$ cat src/rtl/hp_pkg.sv
package hp_pkg;
  typedef enum logic [1:0] {
    HP_LOCKOUT        = 2'd0,
    HP_WAIT_STOP_IDLE = 2'd1,
    HP_CHECK_CARD     = 2'd2,
    HP_CONNECTED      = 2'd3
  } hp_state_t;

  localparam int unsigned HP_NUM_LINES = 2;
  localparam int unsigned HP_SDA = 0;
  localparam int unsigned HP_SCL = 1;
endpackage

$ cat src/rtl/hp_sync.sv
module hp_sync #(
  parameter int unsigned W = 4,
  parameter logic        RST_VAL = 1'b1
) (
  input  logic         clk,
  input  logic         rst_n,
  input  logic [W-1:0] d_i,
  output logic [W-1:0] q_o
);
  logic [W-1:0] stage1_q;
  logic [W-1:0] stage2_q;

  always_ff @(posedge clk or negedge rst_n) begin
    if (!rst_n) begin
      stage1_q <= {W{RST_VAL}};
      stage2_q <= {W{RST_VAL}};
    end else begin
      stage1_q <= d_i;
      stage2_q <= stage1_q;
    end
  end

  assign q_o = stage2_q;
endmodule

$ cat src/rtl/hp_bus_monitor.sv
module hp_bus_monitor #(
  parameter int unsigned IDLE_CYCLES = 1000
) (
  input  logic clk,
  input  logic rst_n,
  input  logic arm_i,
  input  logic sda_i,
  input  logic scl_i,
  output logic qualify_o
);
  localparam int unsigned CW = $clog2(IDLE_CYCLES + 1);
  localparam logic [CW-1:0] LIMIT = CW'(IDLE_CYCLES);

  logic          sda_d_q;
  logic [CW-1:0] run_q;
  logic [CW-1:0] run_d;
  logic          run_en;
  logic          both_hi;
  logic          stop_seen;
  logic          idle_seen;

  assign both_hi   = sda_i & scl_i;
  assign stop_seen = sda_i & ~sda_d_q & scl_i;
  assign idle_seen = (run_q == LIMIT);
  assign qualify_o = arm_i & (stop_seen | idle_seen);

  always_comb begin
    run_en = 1'b0;
    run_d  = run_q;
    if (!arm_i || !both_hi) begin
      run_en = 1'b1;
      run_d  = '0;
    end else if (run_q != LIMIT) begin
      run_en = 1'b1;
      run_d  = run_q + 1'b1;
    end
  end

  always_ff @(posedge clk or negedge rst_n) begin
    if (!rst_n) begin
      sda_d_q <= 1'b1;
      run_q   <= '0;
    end else begin
      sda_d_q <= sda_i;
      if (run_en) run_q <= run_d;
    end
  end

  AST_RUN_BOUNDED: assert property (@(posedge clk) disable iff (!rst_n)
    run_q <= LIMIT);
  AST_LOW_CLEARS_RUN: assert property (@(posedge clk) disable iff (!rst_n)
    !both_hi |=> (run_q == '0));
endmodule

$ cat src/rtl/hp_conn_fsm.sv
module hp_conn_fsm
  import hp_pkg::*;
(
  input  logic      clk,
  input  logic      rst_n,
  input  logic      pwr_ok_i,
  input  logic      qualify_i,
  input  logic      card_high_i,
  output hp_state_t state_o,
  output logic      linked_o
);
  hp_state_t state_q;
  hp_state_t state_d;

  always_comb begin
    state_d = state_q;
    if (!pwr_ok_i) begin
      state_d = HP_LOCKOUT;
    end else begin
      unique case (state_q)
        HP_LOCKOUT:        state_d = HP_WAIT_STOP_IDLE;
        HP_WAIT_STOP_IDLE: if (qualify_i) state_d = HP_CHECK_CARD;
        HP_CHECK_CARD:     state_d = card_high_i ? HP_CONNECTED : HP_WAIT_STOP_IDLE;
        HP_CONNECTED:      state_d = HP_CONNECTED;
        default:           state_d = HP_LOCKOUT;
      endcase
    end
  end

  always_ff @(posedge clk or negedge rst_n) begin
    if (!rst_n) state_q <= HP_LOCKOUT;
    else        state_q <= state_d;
  end

  assign state_o  = state_q;
  assign linked_o = (state_q == HP_CONNECTED);

  AST_PWR_LOSS_LOCKS: assert property (@(posedge clk) disable iff (!rst_n)
    !pwr_ok_i |=> (state_q == HP_LOCKOUT));
  AST_CHECK_FROM_WAIT: assert property (@(posedge clk) disable iff (!rst_n)
    (state_q == HP_CHECK_CARD) |-> $past(state_q == HP_WAIT_STOP_IDLE));
  AST_LINK_AFTER_CHECK: assert property (@(posedge clk) disable iff (!rst_n)
    $rose(linked_o) |-> $past(state_q == HP_CHECK_CARD && card_high_i));
  AST_LINK_HOLDS: assert property (@(posedge clk) disable iff (!rst_n)
    (linked_o && pwr_ok_i) |=> linked_o);
endmodule

$ cat src/rtl/i2c_hotplug_bridge.sv
module i2c_hotplug_bridge
  import hp_pkg::*;
#(
  parameter int unsigned IDLE_CYCLES = 1000
) (
  input  logic clk,
  input  logic rst_n,
  input  logic pwr_main_ok,
  input  logic pwr_aux_ok,
  input  logic bp_sda_i,
  input  logic bp_scl_i,
  input  logic cd_sda_i,
  input  logic cd_scl_i,
  output logic linked,
  output logic accel_en,
  output logic bp_sda_pd,
  output logic bp_scl_pd,
  output logic cd_sda_pd,
  output logic cd_scl_pd
);
  localparam int unsigned NL = HP_NUM_LINES;

  logic [2*NL-1:0] raw_lines;
  logic [2*NL-1:0] syn_lines;
  logic [NL-1:0]   bp_s;
  logic [NL-1:0]   cd_s;
  logic [NL-1:0]   bp_pd;
  logic [NL-1:0]   cd_pd;
  logic            pwr_ok;
  logic            qualify;
  logic            link_int;
  hp_state_t       state;

  assign pwr_ok    = pwr_main_ok & pwr_aux_ok;
  assign raw_lines = {cd_scl_i, cd_sda_i, bp_scl_i, bp_sda_i};
  assign bp_s      = syn_lines[NL-1:0];
  assign cd_s      = syn_lines[2*NL-1:NL];

  hp_sync #(.W(2*NL), .RST_VAL(1'b1)) u_sync (
    .clk   (clk),
    .rst_n (rst_n),
    .d_i   (raw_lines),
    .q_o   (syn_lines)
  );

  hp_bus_monitor #(.IDLE_CYCLES(IDLE_CYCLES)) u_mon (
    .clk       (clk),
    .rst_n     (rst_n),
    .arm_i     (state == HP_WAIT_STOP_IDLE),
    .sda_i     (bp_s[HP_SDA]),
    .scl_i     (bp_s[HP_SCL]),
    .qualify_o (qualify)
  );

  hp_conn_fsm u_fsm (
    .clk         (clk),
    .rst_n       (rst_n),
    .pwr_ok_i    (pwr_ok),
    .qualify_i   (qualify),
    .card_high_i (&cd_s),
    .state_o     (state),
    .linked_o    (link_int)
  );

  // Each side's pull-down follows only the other side's external level.
  for (genvar i = 0; i < NL; i++) begin : g_line
    assign bp_pd[i] = link_int & ~cd_s[i];
    assign cd_pd[i] = link_int & ~bp_s[i];
  end

  assign linked    = link_int;
  assign accel_en  = link_int;
  assign bp_sda_pd = bp_pd[HP_SDA];
  assign bp_scl_pd = bp_pd[HP_SCL];
  assign cd_sda_pd = cd_pd[HP_SDA];
  assign cd_scl_pd = cd_pd[HP_SCL];

  AST_BP_SDA_CAUSE: assert property (@(posedge clk) disable iff (!rst_n)
    bp_sda_pd |-> !$past(cd_sda_i, 2));
  AST_CD_SCL_CAUSE: assert property (@(posedge clk) disable iff (!rst_n)
    cd_scl_pd |-> !$past(bp_scl_i, 2));
  AST_QUIET_UNPOWERED: assert property (@(posedge clk) disable iff (!rst_n)
    !pwr_ok |=> !(linked | bp_sda_pd | bp_scl_pd | cd_sda_pd | cd_scl_pd));
endmodule

$ cat config.mk
export PLATFORM = sky130hd
export DESIGN_NAME = i2c_hotplug_bridge
export DESIGN_NICKNAME = d
export VERILOG_FILES = /design/src/rtl/hp_pkg.sv /design/src/rtl/hp_sync.sv /design/src/rtl/hp_bus_monitor.sv /design/src/rtl/hp_conn_fsm.sv /design/src/rtl/i2c_hotplug_bridge.sv
export SDC_FILE = /design/constraint.sdc
export NUM_CORES = 1
export LEC_CHECK = 0
export ABC_AREA = 1
export BUFFER_PORTS_ARGS = -buffer_cell sky130_fd_sc_hd__buf_2
export CAP_MARGIN = 30
export CORE_MARGIN = 2
export CORE_UTILIZATION = 50
export CTS_CLUSTER_DIAMETER = 150
export DETAILED_ROUTE_END_ITERATION = 6
export PLACE_DENSITY_LB_ADDON = 0.3
export SLEW_MARGIN = 30
export SYNTH_ARGS = -nofsm -noshare
export SYNTH_HDL_FRONTEND = slang
export SYNTH_HIERARCHICAL = 1
export SYNTH_SLANG_ARGS = --single-unit
$ cat constraint.sdc
create_clock -name clk -period 1.95 [get_ports clk]
set_clock_uncertainty 0.2 [all_clocks]
set_input_delay 0.39 -clock clk [delete_from_list [all_inputs] [get_ports clk]]
set_output_delay 0.39 -clock clk [all_outputs]
set_load 0.02 [all_outputs]
---- After elaboration in Yosys (flattened, before gate mapping) ----
Cells that the tools add are included.
operators by class
  add/subtract/negate cells ............... 1
  eq/ne operators ......................... 6
  multiplexer cells ....................... 8
  bitwise logic cells ..................... 15
  reductions and logical operators ........ 7
operators by type and width
  cell                                                                    number
  10-bit 2-to-1 mux                                                       2
  10-bit by 1-bit adder with 10-bit output (second input constant)        1
  10-bit equality test (second input constant)                            1
  10-bit != test (second input constant)                                  1
  1-bit AND                                                               9
  2-bit one-hot mux with 4 select lines                                   1
  2-bit 2-to-1 mux                                                        3
  1-bit inverter                                                          5
  2-bit equality test (second input constant)                             2
  2-bit AND reduction                                                     2
  3-bit != test (second input constant)                                   1
  2-bit by 1-bit equality test with 1-bit output (second input constant)  1
  1-bit logical NOT                                                       2
  2-bit logical NOT                                                       1
  1-bit 2-to-1 mux                                                        2
  2-bit nonzero test                                                      1
  1-bit logical OR                                                        1
  1-bit OR                                                                1
storage, ports and cells
  register bits ........................... 21
  input bits .............................. 8
  output and inout port bits .............. 6

---- Depth between registers and ports, before layout ----
  depth after elaboration ................. 8
  mapped depth ............................ 9

---- Cells and area by module ----
The synthesis kept the hierarchy.
by module, submodules not included
  module              instances  cells an instance  area an instance (µm²)
  hp_bus_monitor      1          74                 603.1
  hp_sync             1          8                  210.2
  hp_conn_fsm         1          11                 87.6
  i2c_hotplug_bridge  1          12                 58.8

---- Worst setup path before layout ----
Ideal clock, no wire load.
  path kind ............................... register to output
  from .................................... register u_fsm.state_q[1] (netlist: u_fsm/state_o[1])
  to ...................................... output port bp_scl_pd
  data arrival time ....................... 906 ps
  data required time ...................... 1360 ps
  setup slack ............................. 454 ps
  cell stages (with the launch flop) ...... 5
  path buffers ............................ 0
  cells stage by stage .................... dfrtp_1 -> nand2_1 -> inv_1 -> inv_2 -> nor2_2
on the way
  word-level cells in the longest chain between the ends .. 2
ends and longest elaborated chain
  item                    line                      source
  start, declared         hp_conn_fsm.sv:12         hp_state_t state_q;
  start signal, assigned  hp_conn_fsm.sv:32         else state_q <= state_d;
  2-bit equality test     hp_conn_fsm.sv:36         assign linked_o = (state_q == HP_CONNECTED);
  via accel_en            i2c_hotplug_bridge.sv:15  output logic accel_en,
  1-bit AND               i2c_hotplug_bridge.sv:67  assign bp_pd[i] = link_int & ~cd_s[i];
  end, declared           i2c_hotplug_bridge.sv:17  output logic bp_scl_pd,
The timed path passes the listed nets, and every way through them passes these cells.

---- Final worst setup path ----
  from .................................... register u_fsm.state_q[1] (netlist: u_fsm/state_o[1])
  to ...................................... output port bp_sda_pd
on the way
  word-level cells in the longest chain between the ends .. 2
ends and longest elaborated chain
  item                 line                      source
  2-bit equality test  hp_conn_fsm.sv:36
  1-bit AND            i2c_hotplug_bridge.sv:67
  end, declared        i2c_hotplug_bridge.sv:16  output logic bp_sda_pd,
Every way passes these cells.

==> results.md <==
- FF+latch area: between 500 and 600 sq um
- Metal3 WL: between 50 and 60 um
- Final Hold Fails: 0
- FILL cells: 162
- Maximum VDD drop: 0.426 mV
- GPL Wtd Cong: between 0.8 and 0.9
- CP Capture Type: output port
- Synth Instances: 105
- Starting Density: between 50% and 60%
- Initial antenna violation count: 0
- Number of synthesized flops with an enable pin: 0
- Vias per Instance: 4.62
- Total track usage: between 15 and 20%
- Worst path cell trace: nand2_1 > inv_1 > inv_2 > nor2_2 > buf_2
- Hold WS: about 0.16 ns
- Count leader, synth: nand2_1
- Clk sinks: 21
- Clock transition at path regs: between 0.1 and 0.15 ns
- Rows: 15
- Synth Warn #: 6
- Seq/Total Area, Yosys: between 50 and 60%
- Setup TNS: 0 ns
- Highest metal used: met4
- Largest net degree at the start of global routing: 22
- Met2 routed WL: about 800 um
- Routed metal-1 wire length: 756 um
- Max Freq: 569 MHz
- Antenna Violating Nets Remaining: 0
- TritonCTS clock tree: yes
- Die X-Extent: about 48 um
- Die ar.: 2290 sq um
- Routed vias: 697
- Die height: 47.8 um
- Post-CTS Setup Bufs: 0
- Root buf cell: clkbuf_4
- Max Slew Vio Count: 0
- Number of remaining DRC errors: 0
- CP max-delay cell: dfrtp_1
- Clk Latency, worst-skew pair: about 0.29 ns
- Setup ws final: just under 0.2 ns
- #FFs+latches synth: 21
- CP arrival: about 1.2 ns
- Crit path largest cell delay: 0.42 ns
- Slew @ Worst Pin: about 0.46 ns
- Clock Path Buffers: 2
- Layout Nets: 137
- Worst Path Required: about 1.4 ns
- Antenna cells: 0
- Syn Std Cell Area: ~960 sq um
- GR Overflow Total: 0
- Max_slew headroom: 69.6%
- Top FF cell, synth: dfrtp_1
- Clock buffer count from CTS: 3
- Final setup violation count: 0
- Pwr Density: about 600 nW/um^2
- Multi-input logic area: about 350 sq um
- Static leakage: roughly 0.55 nW
- Worst setup path class: reg -> out
- First-pass GRT wire length: around 2800 um
- Pre-CTS setup slack: between 0.3 and 0.4 ns
- Avg Synthesized Cell Area: between 9 and 10 sq um
- Area delta synth->final: 17.2%
- Post-CTS resize count: 0
- H-tree lvl count: 1
- Worst setup SP type: flip-flop
- Status: finished clean
- Worst-path fanout max: 5
- DR WL/cell: ~11 um
- Vias in the first global route: slightly below 700
- Placeable Area: 1760 sq um
- I/O pin count: 14
- RSZ-0062 raised after global routing: no
- Async S/R FF share, synth: 100%
- DR iter-0 viols: 14
- Area leader, netlist: dfrtp_1
- Syn_nets: about 120
- Drt pass-1 iters: 6
- Placed insts: 142
- Library cells used by synthesis: 20
- Crit path time final: between 1.5 and 2 ns
- DPL Wire Length: 1220 um
- Synth top area share: between 30% and 40%
- Synth area leaders: dfrtp_1 31%, dfstp_2 25%, nand2_1 8.2%
- Layout cells sized above 1: roughly 30%
- Crit share post-route: about nine tenths
- Max Cap Viol: 0
- Top post-synthesis cells by count: 21 x nand2_1, 16 x inv_1, 12 x dfrtp_1, 10 x nor2_1
- Routed WL: between 1500 and 2000 um
- Post-route insts no fill: approximately 150
- PortBufs: 13
- Type of the tightest min-delay check: reg -> reg
==> what timing repair did <==
item,CTS,global route
hold buffers,5,0
hold endpoints to repair,16,0
setup endpoints to repair,0,0
==> area by class of cell <==
type,count,share of cell area [%]
Multi-Input combinational cell,65,30.8
Sequential cell,21,47.7
Timing Repair Buffer,18,10.2
Tap cell,25,2.78
Clock buffer,4,2.34
Inverter,18,6.12
==> stage by stage <==
step	instance area, sq um	power (W)	util [%]
after floorplan	960	0.000475	-
after global placement	1050	0.000492	59.4
after detailed placement	1050	0.000494	59.4
after CTS	1120	0.000700	63.8
after global routing	1120	0.000723	63.8
final	1120	0.000689	63.8
==> report_power, final <==
| group | total, W | leakage (nW) | switching (W) | internal (W) |
|---|---|---|---|---|
| clock | 0.000197 | 0.0150 | 0.000117 | 0.0000793 |
| sequential | 0.000461 | 0.261 | 0.00000648 | 0.000454 |
| combinational | 0.0000323 | 0.274 | 0.0000176 | 0.0000147 |
==> logic make-up after synthesis <==
family                     synth area share, %
xor gates and xnor gates                  1.83
AOI/OAI and AO/OA                         3.65
adders and majority gates                 2.61
buffers and inverters                     7.95
and+or+nand+nor                           28.0
DFF                                       55.9
==> worst paths after layout <==
| path | start | endpoint | slack [ns] | depth (start not counted) |
|---|---|---|---|---|
| setup / recovery | u_fsm/state_o[1] | bp_sda_pd | 0.19 | 5 |
| hold / removal | u_sync/stage1_q[3] | u_sync/q_o[3] | 0.16 | 0 |
| setup reg to reg | u_mon/run_q[0] | u_fsm/state_o[0] | 0.33 | 9 |
| hold reg to reg | u_sync/stage1_q[3] | u_sync/q_o[3] | 0.16 | 0 |
| max in group asynchronous | rst_n | u_sync/q_o[2] | 0.83 | 2 |
| min in group asynchronous | rst_n | u_mon/run_q[3] | 0.37 | 2 |
==> layout by cell type (no fill, tap or decap), types with 3 or more instances in the layout <==
master         netlist  layout
buf_2                0      13
clkbuf_4             0       3
dfrtp_1             12      12
dfstp_2              9       9
dlygate4sd3_1        0       5
inv_1               16      16
nand2_1             21      21
nand3_1              9       9
nor2_1              10      10
nor2_2               5       5
o21ai_1              3       3
==> registers in the layout (all words and copies together), names as in the netlist <==
| name | count |
|---|---|
| u_mon/run_q | 10 |
| u_fsm/state_o | 2 |
| u_sync/stage1_q | 4 |
| u_sync/q_o | 4 |
| u_mon/sda_d_q | 1 |
==> layer usage <==
| metal | GRT usage [%] | vias up |
|---|---|---|
| met5 | 0 | - |
| met1 | 23.1 | 312 |
| li1 | - | 365 |
| met2 | 29.6 | 16 |
| met4 | 6.49 | 0 |
| met3 | 3.77 | 4 |
==> critical path: cells and delay by family, from the launching register on <==
family	cells	cell delay, ns
flip-flops	1	0.42
AND/OR/NAND/NOR	2	0.14
buffers and inverters	3	0.32
Power figures use the tool's default switching activity.
